==> config.mk <==
export PLATFORM = sky130hd
export DESIGN_NAME = pcm_fifo_irq_unit
export DESIGN_NICKNAME = d
export VERILOG_FILES = /design/src/rtl/pcm_fifo_irq_pkg.sv /design/src/rtl/pcm_word_fifo.sv /design/src/rtl/pcm_fifo_dp.sv /design/src/rtl/pcm_irq_ctrl.sv /design/src/rtl/pcm_fifo_irq_unit.sv
export SDC_FILE = /design/constraint.sdc
export NUM_CORES = 1
export LEC_CHECK = 0
export BUFFER_PORTS_ARGS = -buffer_cell sky130_fd_sc_hd__buf_2
export CAP_MARGIN = 20
export CORE_MARGIN = 8
export CORE_UTILIZATION = 48
export DETAILED_ROUTE_END_ITERATION = 10
export GPL_ROUTABILITY_DRIVEN = 0
export PLACE_DENSITY = 0.65
export SLEW_MARGIN = 40
export SYNTH_ARGS = -nofsm -noshare
export SYNTH_HDL_FRONTEND = slang
export SYNTH_HIERARCHICAL = 1
export SYNTH_SLANG_ARGS = --single-unit
==> constraint.sdc <==
create_clock -name clk -period 3.95 [get_ports clk]
set_clock_uncertainty 0.1 [all_clocks]
set_input_delay 0.395 -clock clk [delete_from_list [all_inputs] [get_ports clk]]
set_output_delay 0.395 -clock clk [all_outputs]
set_load 0.1 [all_outputs]
==> src/rtl/pcm_fifo_irq_pkg.sv <==
package pcm_fifo_irq_pkg;
  localparam int WORD_W  = 16;
  localparam int CNT_FW  = 6;   // count and threshold field width
  localparam int EVT_W   = 13;  // sticky status bits
  localparam int RD_W    = 20;
  localparam int WR_W    = 19;

  localparam logic [2:0] ADDR_CTRL   = 3'd0;
  localparam logic [2:0] ADDR_IRQEN  = 3'd1;
  localparam logic [2:0] ADDR_IRQST  = 3'd2;
  localparam logic [2:0] ADDR_IRQCLR = 3'd3;
  localparam logic [2:0] ADDR_FSTAT  = 3'd4;
  localparam logic [2:0] ADDR_TXDATA = 3'd5;
  localparam logic [2:0] ADDR_RXDATA = 3'd6;

  // strobes from control to datapath
  typedef struct packed {
    logic              txWrite;
    logic              rxRead;
    logic [WORD_W-1:0] txData;
  } dpStrobe_t;

  // per-direction FIFO state seen by control
  typedef struct packed {
    logic [CNT_FW-1:0] cnt;
    logic              empty;
    logic              almostEmpty;
    logic              full;
    logic              almostFull;
    logic              ovf;
    logic              starve;
    logic              xfer;
  } fifoState_t;
endpackage

==> src/rtl/pcm_word_fifo.sv <==
module pcm_word_fifo #(
  parameter int DEPTH = 32,
  parameter int WIDTH = 16
) (
  input  logic                           clk,
  input  logic                           rstN,
  input  logic                           push,
  input  logic [WIDTH-1:0]               pushData,
  input  logic                           pop,
  output logic [WIDTH-1:0]               headData,
  output logic [$clog2(DEPTH+1)-1:0]     count
);
  localparam int PTR_W = (DEPTH > 1) ? $clog2(DEPTH) : 1;
  localparam int CNT_W = $clog2(DEPTH+1);
  localparam logic [CNT_W-1:0] FULL_CNT = CNT_W'(DEPTH);
  localparam logic [PTR_W-1:0] LAST_PTR = PTR_W'(DEPTH-1);

  logic [WIDTH-1:0] mem [DEPTH];
  logic [PTR_W-1:0] wrPtr, rdPtr;
  logic             pushOk, popOk;

  assign pushOk   = push && (count != FULL_CNT);
  assign popOk    = pop && (count != '0);
  assign headData = mem[rdPtr];

  always_ff @(posedge clk) begin
    if (pushOk) mem[wrPtr] <= pushData;
  end

  always_ff @(posedge clk) begin
    if (!rstN) begin
      wrPtr <= '0;
      rdPtr <= '0;
      count <= '0;
    end else begin
      if (pushOk) wrPtr <= (wrPtr == LAST_PTR) ? '0 : wrPtr + 1'b1;
      if (popOk)  rdPtr <= (rdPtr == LAST_PTR) ? '0 : rdPtr + 1'b1;
      case ({pushOk, popOk})
        2'b10:   count <= count + 1'b1;
        2'b01:   count <= count - 1'b1;
        default: count <= count;
      endcase
    end
  end

  AST_FULL_DROP: assert property (@(posedge clk) disable iff (!rstN)
    (push && (count == FULL_CNT) && !pop) |=> (count == FULL_CNT));
  AST_EMPTY_POP: assert property (@(posedge clk) disable iff (!rstN)
    (pop && (count == '0) && !push) |=> (count == '0));
endmodule

==> src/rtl/pcm_fifo_dp.sv <==
module pcm_fifo_dp
  import pcm_fifo_irq_pkg::*;
#(
  parameter int DEPTH = 32
) (
  input  logic              clk,
  input  logic              rstN,
  input  dpStrobe_t         strobe,
  input  logic [CNT_FW-1:0] txThr,
  input  logic [CNT_FW-1:0] rxThr,
  input  logic              txPop,
  input  logic              rxPush,
  input  logic [WORD_W-1:0] rxWord,
  output logic [WORD_W-1:0] txWord,
  output logic [WORD_W-1:0] rxHead,
  output fifoState_t        txState,
  output fifoState_t        rxState
);
  localparam int CNT_W = $clog2(DEPTH+1);
  localparam int SUM_W = CNT_FW + 1;

  logic [1:0]        pushV, popV;
  logic [WORD_W-1:0] pushD [2];
  logic [CNT_FW-1:0] thrV  [2];
  logic [WORD_W-1:0] headD [2];

  assign pushV    = {rxPush, strobe.txWrite};
  assign popV     = {strobe.rxRead, txPop};
  assign pushD[0] = strobe.txData;
  assign pushD[1] = rxWord;
  assign thrV[0]  = txThr;
  assign thrV[1]  = rxThr;

  // index 0 = transmit, index 1 = receive
  for (genvar d = 0; d < 2; d++) begin : g_dir
    localparam bit IS_TX = (d == 0);
    logic [CNT_W-1:0] cnt;
    fifoState_t       st;

    pcm_word_fifo #(.DEPTH(DEPTH), .WIDTH(WORD_W)) u_fifo (
      .clk      (clk),
      .rstN     (rstN),
      .push     (pushV[d]),
      .pushData (pushD[d]),
      .pop      (popV[d]),
      .headData (headD[d]),
      .count    (cnt)
    );

    always_comb begin
      st.cnt         = CNT_FW'(cnt);
      st.empty       = (cnt == '0);
      st.full        = (cnt == CNT_W'(DEPTH));
      st.almostEmpty = (st.cnt <= thrV[d]);
      st.almostFull  = (SUM_W'(st.cnt) + SUM_W'(thrV[d])) >= SUM_W'(DEPTH);
      st.ovf         = pushV[d] && st.full;
      st.starve      = popV[d] && st.empty;
      st.xfer        = IS_TX ? (popV[d] && !st.empty) : (pushV[d] && !st.full);
    end
  end

  assign txState = g_dir[0].st;
  assign rxState = g_dir[1].st;
  assign txWord  = headD[0];
  assign rxHead  = headD[1];
endmodule

==> src/rtl/pcm_irq_ctrl.sv <==
module pcm_irq_ctrl
  import pcm_fifo_irq_pkg::*;
(
  input  logic              clk,
  input  logic              rstN,
  input  logic              regWr,
  input  logic              regRd,
  input  logic [2:0]        regAddr,
  input  logic [WR_W-1:0]   regWrData,
  output logic [RD_W-1:0]   regRdData,
  input  fifoState_t        txState,
  input  fifoState_t        rxState,
  input  logic [WORD_W-1:0] rxHead,
  output dpStrobe_t         strobe,
  output logic [CNT_FW-1:0] txThr,
  output logic [CNT_FW-1:0] rxThr,
  output logic              txDmaReq,
  output logic              rxDmaReq,
  output logic              irqOut
);
  logic             txDmaEn, rxDmaEn;
  logic [EVT_W-1:0] irqMask;
  logic             irqGlobal;
  logic [EVT_W-1:0] statusReg;
  logic [EVT_W-1:0] evt;
  logic [EVT_W-1:0] clrMask;
  logic             pending;
  logic             clrHit;

  assign clrHit  = regWr && (regAddr == ADDR_IRQCLR);
  assign clrMask = clrHit ? regWrData[EVT_W-1:0] : '0;

  assign strobe.txWrite = regWr && (regAddr == ADDR_TXDATA) && regWrData[WORD_W];
  assign strobe.txData  = regWrData[WORD_W-1:0];
  assign strobe.rxRead  = regRd && (regAddr == ADDR_RXDATA);

  assign evt = {txState.xfer | rxState.xfer,
                txState.empty, txState.almostEmpty, txState.full, txState.almostFull,
                txState.starve, txState.ovf,
                rxState.empty, rxState.almostEmpty, rxState.full, rxState.almostFull,
                rxState.starve, rxState.ovf};

  always_ff @(posedge clk) begin
    if (!rstN) begin
      txThr     <= '0;
      rxThr     <= '0;
      txDmaEn   <= 1'b0;
      rxDmaEn   <= 1'b0;
      irqMask   <= '0;
      irqGlobal <= 1'b0;
      statusReg <= '0;
    end else begin
      if (regWr && (regAddr == ADDR_CTRL)) begin
        txThr   <= regWrData[18:13];
        rxThr   <= regWrData[12:7];
        txDmaEn <= regWrData[6];
        rxDmaEn <= regWrData[5];
      end
      if (regWr && (regAddr == ADDR_IRQEN)) begin
        irqMask   <= regWrData[EVT_W-1:0];
        irqGlobal <= regWrData[14];
      end
      statusReg <= (statusReg & ~clrMask) | evt;
    end
  end

  assign pending  = irqGlobal && |(statusReg & irqMask);
  assign irqOut   = pending;
  assign txDmaReq = txDmaEn && txState.almostEmpty && !txState.full;
  assign rxDmaReq = rxDmaEn && rxState.almostFull && !rxState.empty;

  always_comb begin
    unique case (regAddr)
      ADDR_CTRL:   regRdData = {1'b0, txThr, rxThr, txDmaEn, rxDmaEn, 5'b0};
      ADDR_IRQEN:  regRdData = {5'b0, irqGlobal, 1'b0, irqMask};
      ADDR_IRQST:  regRdData = {6'b0, pending, statusReg};
      ADDR_FSTAT:  regRdData = {txState.cnt, txState.empty, txState.almostEmpty,
                                txState.full, txState.almostFull,
                                rxState.cnt, rxState.empty, rxState.almostEmpty,
                                rxState.full, rxState.almostFull};
      ADDR_RXDATA: regRdData = rxState.empty ? '0 : {3'b0, 1'b1, rxHead};
      default:     regRdData = '0;
    endcase
  end

  AST_STATUS_STICKY: assert property (@(posedge clk) disable iff (!rstN)
    !clrHit |=> ((statusReg & $past(statusReg)) == $past(statusReg)));
  AST_CLEAR_TAKES: assert property (@(posedge clk) disable iff (!rstN)
    clrHit |=> ((statusReg & $past(regWrData[EVT_W-1:0] & ~evt)) == '0));
  AST_RX_EMPTY_READ: assert property (@(posedge clk) disable iff (!rstN)
    (strobe.rxRead && rxState.empty) |-> (regRdData == '0));
endmodule

==> src/rtl/pcm_fifo_irq_unit.sv <==
module pcm_fifo_irq_unit
  import pcm_fifo_irq_pkg::*;
#(
  parameter int DEPTH = 32
) (
  input  logic              clk,
  input  logic              rstN,
  input  logic              regWr,
  input  logic              regRd,
  input  logic [2:0]        regAddr,
  input  logic [WR_W-1:0]   regWrData,
  output logic [RD_W-1:0]   regRdData,
  input  logic              txPop,
  output logic [WORD_W-1:0] txWord,
  output logic              txWordValid,
  input  logic              rxPush,
  input  logic [WORD_W-1:0] rxWord,
  output logic              txDmaReq,
  output logic              rxDmaReq,
  output logic              irqOut
);
  dpStrobe_t         strobe;
  fifoState_t        txState, rxState;
  logic [CNT_FW-1:0] txThr, rxThr;
  logic [WORD_W-1:0] rxHead;

  pcm_irq_ctrl u_ctrl (
    .clk       (clk),
    .rstN      (rstN),
    .regWr     (regWr),
    .regRd     (regRd),
    .regAddr   (regAddr),
    .regWrData (regWrData),
    .regRdData (regRdData),
    .txState   (txState),
    .rxState   (rxState),
    .rxHead    (rxHead),
    .strobe    (strobe),
    .txThr     (txThr),
    .rxThr     (rxThr),
    .txDmaReq  (txDmaReq),
    .rxDmaReq  (rxDmaReq),
    .irqOut    (irqOut)
  );

  pcm_fifo_dp #(.DEPTH(DEPTH)) u_dp (
    .clk     (clk),
    .rstN    (rstN),
    .strobe  (strobe),
    .txThr   (txThr),
    .rxThr   (rxThr),
    .txPop   (txPop),
    .rxPush  (rxPush),
    .rxWord  (rxWord),
    .txWord  (txWord),
    .rxHead  (rxHead),
    .txState (txState),
    .rxState (rxState)
  );

  assign txWordValid = !txState.empty;

  AST_TX_REQ_ROOM: assert property (@(posedge clk) disable iff (!rstN)
    txDmaReq |-> !txState.full);
  AST_RX_REQ_DATA: assert property (@(posedge clk) disable iff (!rstN)
    rxDmaReq |-> !rxState.empty);
endmodule

==> impl_metrics.env, run 1 <==
export IMPL_status="completed"
export IMPL_num_vias=24500
export IMPL_dp_slack_ps=287
export IMPL_p_clk_frac=0.404
export IMPL_hp_class="primary input to flop"
export IMPL_fin_ws_ps=85.3
export IMPL_cts_buffers=107
export IMPL_hold_depth=3
export IMPL_routedWlPerCell_um=26.7
export IMPL_required_ps=3450
export IMPL_worst_pin_slew_ps=886
export IMPL_cts_tree="built"
export IMPL_rsz0062_at_grt="true"
export IMPL_timing_final_crit_share=0.978
export IMPL_p_int_uw=18900
export IMPL_wl_um=109000
export IMPL_ff2ff_path_depth=10
export IMPL_slowest_delay_ps=480
export IMPL_critPathLaunchType="flop"
export IMPL_ant_nets=0
export IMPL_finalHoldViolCount=0
export IMPL_area_delta_synth_final_pct=13.4
export IMPL_maxSlewViolCount=0
export IMPL_irDropWorstVdd_uv=414
export IMPL_seq_area_frac_synth=0.726
export IMPL_power_density_nw_per_um2=480
export IMPL_swShare=0.223
export IMPL_critPathMaxFanout=19
export IMPL_synth_edf_count=1024
export IMPL_clockBufferDepth=3
export IMPL_coreArea_um2=92800
export IMPL_relSlewSlack=0.410
export IMPL_initialDrtViolationCount=3072
export IMPL_die_h_um=321
export IMPL_period_needed_ps=3860
export IMPL_start_util=0.481
export IMPL_clk_pin_slew_worst_paths_ps=60
export IMPL_die_area_um2=103000
export IMPL_insertion_delay_ps=690
export IMPL_vias_per_cell=6.01
export IMPL_synth_area_um2=44600
export IMPL_portBuffers=83
export IMPL_reg2reg_slack_ps=560
export IMPL_syn_num_nets=2650
export IMPL_die_width_um=321
export IMPL_ys_ff_latch=1107
export IMPL_dr_pass1_iters=6
export IMPL_p_leak_uw=0.0158
export IMPL_drive_gt1_frac=0.196
export IMPL_switchingPower_uw=5410
export IMPL_syn_avg_cell_area_um2=17.4
export IMPL_synth_cells=2560
export IMPL_rows=112
export IMPL_ys_warn_count=6
export IMPL_grt_ovfl_total=0
export IMPL_path_class="flop to output pin"
export IMPL_max_freq_ghz=0.259
export IMPL_p_seq_frac=0.532
export IMPL_cp_slowest_cell="mux2i_1"
export IMPL_drc=0
export IMPL_grt_max_degree=50
export IMPL_yosysUniqueCellTypes=68
export IMPL_grt_pass1_wl_um=161000
export IMPL_grt_pass1_vias=24300
export IMPL_power_uw=24300
export IMPL_fin_nets=2828
export IMPL_worstPathCellList="buf_12 > buf_4 > mux2i_1 > a22oi_1 > nand3_1 > nand4_1 > nand3b_1 > o21ai_0 > a22oi_1 > o21ai_1 > buf_4"
export IMPL_async_reset_ff_frac=0
export IMPL_pwr_share_comb=0.064
export IMPL_cp_data_arrival_time_ps=3370
export IMPL_antenna_found_initial=1
export IMPL_cts_sinks=1107
export IMPL_htree_levels=3
export IMPL_gr_usage_all_layers=0.207
export IMPL_maxCapViolations=0
export IMPL_setup_violations=0
export IMPL_dp_hpwl_um=68900
export IMPL_crit_path_end_kind="output pin"
export IMPL_ios=84
export IMPL_synth_flop_cell="edfxtp_1"
export IMPL_cts_root_buf="clkbuf_16"
## cell usage after synthesis, types with 28 or more instances
cell,count,area [µm²]
nand4_1,32,200
buf_2,79,395
mux2i_1,282,2820
ha_1,44,551
nand2_1,103,387
dfxtp_1,83,1660
a22oi_1,205,1540
mux4_2,128,2880
nor2_1,107,402
nand3_1,79,395
inv_1,29,109
edfxtp_1,1024,30700
o21ai_0,28,140
clkbuf_1,48,180
a21oi_1,35,175
## final timing paths
path,from,endpoint
min,txPop,u_ctrl/statusReg[7]$_SDFF_PN0_
max reg2reg,u_dp/g_dir[1].u_fifo/count[2]$_SDFFE_PN0P_,u_dp/g_dir[1].u_fifo/count[4]$_SDFFE_PN0P_
max,flop,regRdData[1]
min reg2reg,u_ctrl/txDmaEn$_SDFFE_PN0P_,u_ctrl/txDmaEn$_SDFFE_PN0P_
## critical path: cells and delay by family (launching register included)
family          cells  cell delay, ps
mux                 1             480
buf+inv             3             740
compound gates      4             580
simple gates        3             460
flops               1             410
## routing by layer
metal,routed length (µm),part of all wire,up-vias,global-route usage
met5,0,0,-,0
met4,2440,0.022,0,0.0523
met3,9620,0.088,153,0.0400
met2,50300,0.46,1143,0.321
met1,46500,0.43,12600,0.303
li1,-,-,10600,-
## power by group through the flow
| stage | Clock, µW | Combinational (µW) | Sequential, µW |
|---|---|---|---|
| floorplan | 0 | 1060 | 13100 |
| global placement | 0 | 1470 | 13200 |
| detailed placement | 0 | 1500 | 13200 |
| CTS | 10000 | 1550 | 12900 |
| global route | 10400 | 1640 | 12900 |
| finish | 9830 | 1560 | 12900 |
## logic make-up (layout without fill, tap and decap cells)
logic type | count (synthesis) | after routing | share of synthesized area
multiplexers | 410 | 410 | 0.128
buffers and inverters | 190 | 453 | 0.0218
AO/OA/AOI/OAI | 364 | 364 | 0.0595
other | 0 | 2 | 0
flip-flops | 1107 | 1107 | 0.726
adder cells (fa/ha/maj) | 46 | 46 | 0.0132
AND/OR/NAND/NOR | 435 | 435 | 0.0500
XOR/XNOR | 8 | 8 | 0.00157
## final cells by class
type | count | area [µm²]
fill | 7223 | 42200
tap | 1254 | 1570
antenna | 2 | 5.00
inverter | 31 | 126
timing repair buffer | 228 | 1750
multi-input combinational | 1263 | 11400
sequential | 1107 | 32400
clock inverter | 54 | 505
clock buffer | 140 | 2870
## state kept, by name, indices dropped and copies added, names as in the netlist, named ones only
signal                   count
u_ctrl/txDmaEn               1
u_ctrl/statusReg            13
u_ctrl/rxThr                 6
u_ctrl/txThr                 6
u_ctrl/irqMask              13
u_dp/g_dir.u_fifo/rdPtr     10
u_dp/g_dir.u_fifo/mem     1024
u_ctrl/rxDmaEn               1
u_dp/g_dir.u_fifo/wrPtr     10
u_dp/g_dir.u_fifo/count     12
u_ctrl/irqGlobal             1
## what timing repair did
action	4_1_cts	5_1_grt
hold buffers	4	1
buffers inserted	8	0
endpoints found under the hold margin	4	6
setup endpoints to repair	17	9
gates resized for setup	16	28
pin swaps	4	5
## stage by stage
stage | area (µm²) | util | std cells | hold WS [ps] | setup TNS [ps]
6_report | 50600 | 0.546 | 4079 | 57.9 | 0
5_1_grt | 50600 | 0.545 | 4077 | 47.6 | -51.6
4_1_cts | 50400 | 0.544 | 4074 | 21.7 | 0
3_5_place_dp | 46900 | 0.505 | 3868 | 369 | 0
3_3_place_gp | 46900 | 0.505 | 3868 | 363 | 0
2_1_floorplan | 44600 | - | 2560 | 347 | 0
## cell usage in the layout, fill, tap and decap left out, types with 10 or more instances in the layout
master,instances
and3_1,10
buf_4,134
buf_2,71
clkinv_2,16
edfxtp_1,1024
o21ai_0,22
nand3_1,79
inv_1,29
nand4_1,32
mux4_2,128
o21ai_1,10
clkbuf_16,108
o21a_1,12
ha_1,42
clkinv_1,21
nor2_1,103
a22oi_1,197
a21boi_1,13
nand2b_1,12
a21boi_0,25
nand3b_1,14
a21oi_1,35
mux2i_1,281
clkbuf_1,27
nor2b_1,15
dfxtp_1,74
nand2_1,103
(Power assumes the default switching activity.)
==> run 2, diff against run 1 <==
ABC_AREA = 1   (was not set)
CAP_MARGIN = 25   (was 20)
==> impl_metrics.env, run 2 <==
export IMPL_nFillCells=8243
export IMPL_p_leak_uw=0.0192
export IMPL_start_util=0.484
export IMPL_hp_class="primary input to flop"
export IMPL_portBuffers=83
export IMPL_antenna_found_initial=5
export IMPL_critPathLaunchType="flop"
export IMPL_period_needed_ps=3800
export IMPL_dp_hpwl_um=74900
export IMPL_synth_top_area_cell="edfxtp_1"
export IMPL_synth_cells=4225
export IMPL_async_reset_ff_frac=0
export IMPL_drive_gt1_frac=0.0940
export IMPL_synth_area_um2=46800
export IMPL_status="completed"
export IMPL_final_cell_mix="nand2_1 (1380), edfxtp_1 (1024), nand3_1 (702)"
export IMPL_ys_ff_latch=1107
export IMPL_whs_ps=123
export IMPL_drc=0
export IMPL_maxCapViolations=0
export IMPL_seq_area_frac_synth=0.692
export IMPL_clockBufferDepth=3
export IMPL_hp_start="regAddr[1]"
export IMPL_cp_data_arrival_time_ps=3300
export IMPL_largest_register="u_dp/g_dir.u_fifo/mem"
export IMPL_synth_flop_cell="edfxtp_1"
export IMPL_finalHoldViolCount=0
export IMPL_gr_usage_all_layers=0.225
export IMPL_final_common_cell="nand2_1"
export IMPL_coreArea_um2=96700
export IMPL_max_freq_ghz=0.263
export IMPL_crit_path_end_kind="output pin"
export IMPL_rows=114
export IMPL_power_density_nw_per_um2=566
export IMPL_cts_sinks=1107
export IMPL_num_vias=32000
export IMPL_die_width_um=328
export IMPL_ios=84
export IMPL_largest_register_ffs=1024
export IMPL_clk_pin_slew_worst_paths_ps=60
export IMPL_maxSlewViolCount=0
export IMPL_irDropWorstVdd_uv=622
export IMPL_fin_nets=4406
export IMPL_path_class="flop to output pin"
export IMPL_cts_setup_buffers=0
export IMPL_cts_tree="built"
export IMPL_grt_max_degree=113
export IMPL_required_ps=3450
export IMPL_ant_nets=0
export IMPL_top_regs="u_dp/g_dir.u_fifo/mem x1024, u_ctrl/irqMask x13, u_ctrl/statusReg x13"
export IMPL_setup_violations=0
export IMPL_wl_um=125000
export IMPL_cts_buffers=110
export IMPL_syn_num_nets=4315
export IMPL_critPathMaxFanout=43
export IMPL_routedWlPerCell_um=22.0
export IMPL_dp_cells=5472
export IMPL_place_area_um2=48900
export IMPL_area_delta_synth_final_pct=12.1
export IMPL_worst_pin_slew_ps=864
export IMPL_timing_final_crit_share=0.962
export IMPL_syn_avg_cell_area_um2=11.1
export IMPL_relSlewSlack=0.424
export IMPL_die_area_um2=108000
export IMPL_initialDrtViolationCount=3535
export IMPL_stdcell_count=5680
export IMPL_cts_root_buf="clkbuf_16"
export IMPL_die_h_um=328
export IMPL_htree_levels=3
export IMPL_grt_pass1_vias=30200
export IMPL_insertion_delay_ps=690
export IMPL_tns_ps=0
export IMPL_vias_per_cell=5.63
export IMPL_synth_area_leaders="edfxtp_1 (66%), nand2_1 (11%), nand3_1 (7.5%)"
export IMPL_rsz0062_at_grt="false"
export IMPL_yosysUniqueCellTypes=43
export IMPL_dr_pass1_iters=6
export IMPL_grt_pass1_wl_um=187000
export IMPL_synthTopCellsByCount="nand2_1 (1380), edfxtp_1 (1024), nand3_1 (702)"
export IMPL_fin_area_um2=52500
export IMPL_synth_top_cell_area_share=0.657
export IMPL_grt_ovfl_total=0
export IMPL_synth_most_common_cell="nand2_1"
export IMPL_synth_edf_count=1024
export IMPL_rr_startpoint="u_dp/g_dir[1].u_fifo/count[0]$_SDFFE_PN0P_"
export IMPL_ys_warn_count=6
## run 2: cell types whose count changed after synthesis, sizes merged, moves of 24 or more
cell / delta
nor2: +74
a22oi: -203
nand4: -24
mux2i: -282
inv: +112
mux4: -128
o31ai: +32
a21oi: +219
o21ai: +31
nand3: +624
buf: +89
a21boi: -37
nand2: +1290
## run 2: critical path, stage by stage (launching register included)
cell and delay (ps):
dfxtp_4 760, inv_8 150, buf_12 230, buf_4 210, nand2_1 70, a21oi_1 70
o31ai_1 520, a21oi_1 180, buf_2 340
## run 2: per-layer routing
metal | vias to the layer above | track usage | part of all wire | wire length, µm
met5 | - | 0 | 0.000096 | 12
met4 | 2 | 0.0827 | 0.036 | 4480
met3 | 229 | 0.0314 | 0.072 | 8980
met2 | 1356 | 0.366 | 0.48 | 59600
met1 | 15500 | 0.309 | 0.41 | 51600
li1 | 14900 | - | - | -
## run 2: layout make-up
class                   count  area (µm²)  share of cell area
diodes                      2        5.00           0.0000954
flip-flops and latches   1107       32400               0.618
inverters                 142         566              0.0108
well taps                1276        1600              0.0304
repair buffers            226        2120              0.0403
clock buffers             146        2990              0.0570
clock inverters            52         450             0.00858
multi-input cells        2729       12300               0.235
## run 2: worst paths after layout
check             slack (ps)  depth (start not counted)                                          to
hold / removal           120                          5  u_dp/g_dir[0].u_fifo/wrPtr[0]$_SDFFE_PN0P_
setup reg to reg        1000                         17  u_dp/g_dir[1].u_fifo/count[4]$_SDFFE_PN0P_
hold reg to reg          380                          2                u_ctrl/txThr[5]$_SDFFE_PN0P_
setup / recovery         150                          8                                  txWord[14]
## run 2: logic make-up (layout without fill, tap and decap cells)
logic type,Yosys count,after routing,synth area share
other,0,2,0
AOI/OAI and AO/OA,371,371,0.0424
DFF,1107,1107,0.692
buffers and inverters,389,566,0.0451
and+or+nand+nor,2304,2304,0.206
xor gates and xnor gates,8,8,0.00150
adders and majority gates,46,46,0.0126
## run 2: stage by stage
step            util  setup slack, ps  power [µW]
2_1_floorplan      -              240       17800
3_3_place_gp   0.506              741       19800
3_5_place_dp   0.506              742       19800
4_1_cts        0.543             1.10       29800
5_1_grt        0.543             51.4       30700
6_report       0.543              151       29700
## run 2: report_power, final
group | total (µW) | internal [µW] | leakage, µW | switching (µW)
registers | 13200 | 13000 | 0.00989 | 266
clock network | 10100 | 5750 | 0.00169 | 4340
logic | 6400 | 1740 | 0.00765 | 4660
## run 2: what timing repair did
action,4_1_cts,5_1_grt
endpoints found under the hold margin,17,0
setup endpoints to repair,0,13
gates resized for setup,0,3
hold buffers,8,0
